`src/rtl/ramp_gen_pkg.sv`:
```
package ramp_gen_pkg;
    localparam int RAMP_W = 32;
    localparam int DIV_W  = 16;
    localparam int AMP_W  = 14;
    localparam int ADDR_W = 3;

    localparam logic [ADDR_W-1:0] A_LOWER = 3'd0;
    localparam logic [ADDR_W-1:0] A_UPPER = 3'd1;
    localparam logic [ADDR_W-1:0] A_RSTEP = 3'd2;
    localparam logic [ADDR_W-1:0] A_FSTEP = 3'd3;
    localparam logic [ADDR_W-1:0] A_RDIV  = 3'd4;
    localparam logic [ADDR_W-1:0] A_FDIV  = 3'd5;
    localparam logic [ADDR_W-1:0] A_DWELL = 3'd6;
    localparam logic [ADDR_W-1:0] A_SEL   = 3'd7;

    typedef enum logic [1:0] {
        DEST_FREQ  = 2'd0,
        DEST_PHASE = 2'd1,
        DEST_AMP   = 2'd2
    } dest_e;

    typedef struct packed {
        logic [RAMP_W-1:0] lower;
        logic [RAMP_W-1:0] upper;
        logic [RAMP_W-1:0] rise_step;
        logic [RAMP_W-1:0] fall_step;
        logic [DIV_W-1:0]  rise_div;
        logic [DIV_W-1:0]  fall_div;
        logic              hold_hi;
        logic              hold_lo;
    } cfg_t;

    // Advance toward the upper limit without passing it.
    function automatic logic [RAMP_W-1:0] clamp_up(
        input logic [RAMP_W-1:0] cur,
        input logic [RAMP_W-1:0] step,
        input logic [RAMP_W-1:0] hi);
        if (cur >= hi || (hi - cur) <= step)
            return hi;
        return cur + step;
    endfunction

    // Retreat toward the lower limit without passing it.
    function automatic logic [RAMP_W-1:0] clamp_down(
        input logic [RAMP_W-1:0] cur,
        input logic [RAMP_W-1:0] step,
        input logic [RAMP_W-1:0] lo);
        if (cur <= lo || (cur - lo) <= step)
            return lo;
        return cur - step;
    endfunction
endpackage

```
`src/rtl/ramp_regs.sv`:
```
module ramp_regs
    import ramp_gen_pkg::*;
(
    input  logic              clk,
    input  logic              rst,
    input  logic              wr_en,
    input  logic [ADDR_W-1:0] wr_addr,
    input  logic [RAMP_W-1:0] wr_data,
    output cfg_t              cfg,
    output logic              active,
    output dest_e             dest
);
    logic       code_ok;
    logic [1:0] code;

    assign code    = wr_data[1:0];
    assign code_ok = (code != 2'd3);

    always_ff @(posedge clk) begin
        if (rst) begin
            cfg    <= '0;
            active <= 1'b0;
            dest   <= DEST_FREQ;
        end else if (wr_en) begin
            unique case (wr_addr)
                A_LOWER: cfg.lower     <= wr_data;
                A_UPPER: cfg.upper     <= wr_data;
                A_RSTEP: cfg.rise_step <= wr_data;
                A_FSTEP: cfg.fall_step <= wr_data;
                A_RDIV:  cfg.rise_div  <= wr_data[DIV_W-1:0];
                A_FDIV:  cfg.fall_div  <= wr_data[DIV_W-1:0];
                A_DWELL: begin
                    cfg.hold_hi <= wr_data[0];
                    cfg.hold_lo <= wr_data[1];
                end
                A_SEL: begin
                    if (code_ok && wr_data[2]) begin
                        active <= 1'b1;
                        dest   <= dest_e'(code);
                    end else if (code_ok && code == dest) begin
                        active <= 1'b0;
                    end
                end
                default: ;
            endcase
        end
    end
endmodule

```
`src/rtl/ramp_tick.sv`:
```
module ramp_tick
    import ramp_gen_pkg::*;
(
    input  logic             clk,
    input  logic             rst,
    input  logic             run,
    input  logic [DIV_W-1:0] div,
    output logic             tick
);
    logic [DIV_W-1:0] cnt;

    assign tick = run && (cnt == div);

    always_ff @(posedge clk) begin
        if (rst || !run)
            cnt <= '0;
        else if (cnt == div)
            cnt <= '0;
        else
            cnt <= cnt + 1'b1;
    end
endmodule

```
`src/rtl/ramp_dir_sync.sv`:
```
module ramp_dir_sync (
    input  logic clk,
    input  logic rst,
    input  logic pin,
    output logic level,
    output logic edge_seen
);
    logic s1, s2, prev;

    assign level     = s2;
    assign edge_seen = s2 ^ prev;

    always_ff @(posedge clk) begin
        if (rst) begin
            s1   <= 1'b0;
            s2   <= 1'b0;
            prev <= 1'b0;
        end else begin
            s1   <= pin;
            s2   <= s1;
            prev <= s2;
        end
    end
endmodule

```
`src/rtl/ramp_core.sv`:
```
module ramp_core
    import ramp_gen_pkg::*;
(
    input  logic              clk,
    input  logic              rst,
    input  logic              active,
    input  cfg_t              cfg,
    input  logic              rise_tick,
    input  logic              fall_tick,
    input  logic              dir_level,
    input  logic              dir_edge,
    output logic [RAMP_W-1:0] word
);
    logic going_up;
    logic at_hi, at_lo;

    assign at_hi = (word == cfg.upper);
    assign at_lo = (word == cfg.lower);

    always_ff @(posedge clk) begin
        if (rst) begin
            word     <= '0;
            going_up <= 1'b0;
        end else if (!active) begin
            word     <= cfg.lower;
            going_up <= dir_level;
        end else begin
            if (going_up && rise_tick)
                word <= clamp_up(word, cfg.rise_step, cfg.upper);
            else if (!going_up && fall_tick)
                word <= clamp_down(word, cfg.fall_step, cfg.lower);

            if (dir_edge)
                going_up <= dir_level;
            else if (going_up && at_hi && !cfg.hold_hi)
                going_up <= 1'b0;
            else if (!going_up && at_lo && !cfg.hold_lo)
                going_up <= 1'b1;
        end
    end
endmodule

```
`src/rtl/ramp_gen.sv`:
```
module ramp_gen
    import ramp_gen_pkg::*;
(
    input  logic              clk,
    input  logic              rst,
    input  logic              wr_en,
    input  logic [ADDR_W-1:0] wr_addr,
    input  logic [RAMP_W-1:0] wr_data,
    input  logic              dir_pin,
    output logic [RAMP_W-1:0] ramp_word,
    output logic [1:0]        dest_tag,
    output logic              ramp_active,
    output logic [AMP_W-1:0]  amp_code
);
    localparam int N_DIR = 2;

    cfg_t             cfg;
    logic             active;
    dest_e            dest;
    logic             dir_level, dir_edge;
    logic [DIV_W-1:0] divs  [N_DIR];
    logic [N_DIR-1:0] ticks;

    ramp_regs u_regs (
        .clk(clk), .rst(rst), .wr_en(wr_en), .wr_addr(wr_addr),
        .wr_data(wr_data), .cfg(cfg), .active(active), .dest(dest)
    );

    ramp_dir_sync u_sync (
        .clk(clk), .rst(rst), .pin(dir_pin),
        .level(dir_level), .edge_seen(dir_edge)
    );

    assign divs[0] = cfg.rise_div;
    assign divs[1] = cfg.fall_div;

    for (genvar g = 0; g < N_DIR; g++) begin : g_tick
        ramp_tick u_tick (
            .clk(clk), .rst(rst), .run(active),
            .div(divs[g]), .tick(ticks[g])
        );
    end

    ramp_core u_core (
        .clk(clk), .rst(rst), .active(active), .cfg(cfg),
        .rise_tick(ticks[0]), .fall_tick(ticks[1]),
        .dir_level(dir_level), .dir_edge(dir_edge), .word(ramp_word)
    );

    assign dest_tag    = dest;
    assign ramp_active = active;
    assign amp_code    = (dest == DEST_AMP) ? ramp_word[RAMP_W-1 -: AMP_W] : '0;
endmodule

```
`config.mk`:
```
export PLATFORM = sky130hd
export DESIGN_NAME = ramp_gen
export DESIGN_NICKNAME = d
export VERILOG_FILES = /design/src/rtl/ramp_gen_pkg.sv /design/src/rtl/ramp_regs.sv /design/src/rtl/ramp_tick.sv /design/src/rtl/ramp_dir_sync.sv /design/src/rtl/ramp_core.sv /design/src/rtl/ramp_gen.sv
export SDC_FILE = /design/constraint.sdc
export NUM_CORES = 1
export LEC_CHECK = 0
export BUFFER_PORTS_ARGS = -buffer_cell sky130_fd_sc_hd__buf_2
export CORE_AREA = 2 2 187 189
export DETAILED_ROUTE_END_ITERATION = 10
export DIE_AREA = 0 0 189 191
export PLACE_DENSITY = 0.82
export SETUP_SLACK_MARGIN = 0.15
export SYNTH_ARGS = -nofsm -noshare
export SYNTH_HDL_FRONTEND = slang
export SYNTH_HIERARCHICAL = 1
export SYNTH_SLANG_ARGS = --single-unit
```
`constraint.sdc`:
```
create_clock -name clk -period 5 [get_ports clk]
set_input_delay 0.25 -clock clk [delete_from_list [all_inputs] [get_ports clk]]
set_output_delay 0.25 -clock clk [all_outputs]
set_load 0.1 [all_outputs]
```
==> flow_metrics.tcl <==
set metrics [dict create \
    end_kind "register" \
    skew_ns 0.0162 \
    die_width_um 189 \
    clk_pin_slew_ns 0.07 \
    antenna_found_initial 0 \
    yosys.area.top_type_share_pct 25.1 \
    gr-total-overflow 0 \
    num_rows 68 \
    grt_usage_pct 35.7 \
    die_h_um 191 \
    final.min_clock_period_ns 5.19 \
    final_cell_area_sq_um 22300 \
    drt-total-wl_um 67000 \
    place_congestion 0.966 \
    fill_cells 2798 \
    crit_top_cell "buf_6" \
    htree_num_levels 1 \
    async_flop_share_pct 0 \
    vias_per_cell 6.32 \
    required_ns 5.48 \
    power_density_nw_per_um2 287 \
    fmax_mhz 193 \
    synth_nets 2652 \
    wl_per_cell_um 21.7 \
    worst_pin_slew_ns 0.933 \
    synth_cell_types 105 \
    worst_ep_arrival_time_ns 5.67 \
    start_util_pct 54.5 \
    synth_top_cell_by_area "dfxtp_1" \
    crit_buf_inv 8 \
    synth_edf_count 0 \
    ios 88 \
    drive_gt1_share_pct 19.8 \
    netlist_area_sq_um 18600 \
    ys_ff_latch 233 \
    rsz0062_at_grt "yes" \
    synthTopCellsByCount "nand2_1 (419), a21oi_1 (294), dfxtp_1 (233), ha_1 (192), inv_1 (161)" \
    io_buffers 87 \
    ant_nets 0 \
    fin_setup_tns_ns -2.76 \
    dp_hpwl_um 50600 \
    cts.sinks 233 \
    crit_type "register to register" \
    fin_crit_sh_pct 104 \
    place_area_sq_um 20500 \
    regArea_sq_um 4740 \
    firstDrtPassIters 5 \
    violations "negative setup slack" \
    maxSlewViolCount 0 \
    cp_top_family "simple AND/OR/NAND/NOR gates" \
    critical_path.slowest_cell "or4_4" \
    synth.area.top_cells "dfxtp_1 (25%), ha_1 (13%), nand2_1 (8.5%)" \
    syn_avg_cell_area_sq_um 7.69 \
    worstSkewPairLatency_ns 0.57 \
    cp-start-kind "register" \
    setup_viol 28 \
    path_max_fanout 5 \
    clockRootBuffer "clkbuf_16" \
    yosys_most_used_dff "dfxtp_1" \
    yosysMostFrequentCell "nand2_1" \
    via_count 19600 \
    status "finished, violations left" \
    drt_iter0_drc 2522 \
    grt_pass1_vias 18300 \
    cts_max_path_buffers 3 \
    coreArea_sq_um 34100 \
    seq_area_frac_synth_pct 25.1 \
    final_cells 3093 \
    ys_warn_count 6 \
    cts_tree "done" \
    fin_total_pwr_uw 6380 \
    drv_cap 0 \
    min-delay-path-class "input pin to register" \
    hold_viol_final 0 \
    slew_headroom_pct 37.7 \
    critPathMaxStageDelay_ns 0.51 \
    cts_buffers 26 \
    area_delta_synth_final_pct 19.8 \
    synthCells 2417 \
    antennaDiodeCount 0 \
    die-area_sq_um 36100 \
    p_leak_uw 0.00915 \
    placed_cells 3001 \
    multi_input_area_sq_um 13400 \
    fin_ws_ns -0.194 \
    grt_max_degree 89 \
    worst_ir_drop_vdd_mv 0.337 \
    drc 0 \
    final_nets 2854 \
    grt_first_pass_wirelength_um 101000 \
]
[cells by family (layout without fill, tap and decap cells)]
kind of cell,after synthesis,after routing,share of synthesized area [%]
DFF,233,233,25.1
adders and majority gates,196,196,13.4
and+or+nand+nor,847,848,22.2
xor gates and xnor gates,160,160,7.54
AOI/OAI and AO/OA,683,683,24.2
buffers and inverters,275,495,6.27
muxes,23,23,1.35
[final timing paths]
path                      to  slack (ns)      startpoint  depth (start not counted)
min          u_regs/cfg[151]        0.03     wr_data[21]                          3
min reg2reg     u_sync/level        0.44       u_sync/s1                          1
max          u_core/word[25]       -0.19  u_core/word[5]                         28
max reg2reg  u_core/word[25]       -0.19  u_core/word[5]                         28
[worst min-delay path, cell delays in order]
cell and delay (ns):
buf_2 0.16, nand2_1 0.09, a21oi_2 0.05
[cell type report]
| cell class | count | area share (%) |
|---|---|---|
| clock inverters | 12 | 0.551 |
| repair buffers | 287 | 9.33 |
| multi-input cells | 1910 | 60.3 |
| well taps | 455 | 2.56 |
| inverters | 161 | 2.73 |
| flip-flops and latches | 233 | 21.3 |
| clock buffers | 35 | 3.26 |
[power breakdown]
part / internal (uW) / switching [uW] / leakage (uW)
registers: 1880 / 37.0 / 0.00190
clock network: 1080 / 853 / 0.000420
logic: 1120 / 1410 / 0.00683
total: 4080 / 2300 / 0.00915
[state kept, by name, summed over array words and instances (netlist names)]
signal and flops:
g_tick.u_tick/cnt 32, u_core/going_up 1, u_core/word 32, u_regs/active 1
u_regs/cfg 162, u_regs/dest 2, u_sync/level 1, u_sync/prev 1
u_sync/s1 1
[cell usage in the layout (no fill, tap or decap), drive strengths merged, types with 8 or more instances in the layout]
master       synthesis  layout
a21boi              10      10
o21ai               85      85
o31ai               18      18
a221oi              29      29
a211oi              27      27
a2111oi              9       9
buf                 54     276
and2                20      20
nor2b               19      19
xnor2              128     128
and3b               15      15
a311oi               8       8
mux2                13      13
xor2                32      32
nand2              429     429
mux2i               10      10
a31oi               12      12
o21bai              12      12
or2                  8       8
a21o                61      61
nor2                99     100
o211ai              15      15
nor4                15      15
clkbuf              60      35
dlygate4sd3          0      11
inv                161     163
nor3                67      67
o21a                21      21
clkinv               0       9
dfxtp              233     233
a21oi              307     307
nand3               45      45
ha                 192     192
nand2b              20      20
nand4               45      45
and3                25      25
[routing by layer]
metal / vias up / wire length (um) / GRT usage (%)
met5: - / 0 / 0
met4: 0 / 2880 / 15.1
met3: 199 / 7170 / 6.39
met2: 1151 / 29200 / 55.7
met1: 9204 / 27700 / 48.6
li1: 9002 / - / -
[stage by stage]
step           hold slack, ns  utilization [%]  setup WS (ns)
4_1_cts               0.00412             64.5         -0.165
3_3_place_gp            0.420             60.0         -0.186
6_report               0.0322             65.2         -0.194
5_1_grt                0.0129             65.2         -0.433
2_1_floorplan           0.322                -         0.0853
3_5_place_dp            0.430             60.0         -0.343
[repair_timing]
action                                 in CTS  in global routing
hold buffers                               11                  0
pin swaps                                  59                 34
setup buffers                              22                 11
setup endpoints to repair                  32                 32
gates resized for setup                    87                 42
gates cloned                                1                  0
endpoints found under the hold margin      33                  0
No activity file was read; power rests on OpenSTA's default activity.
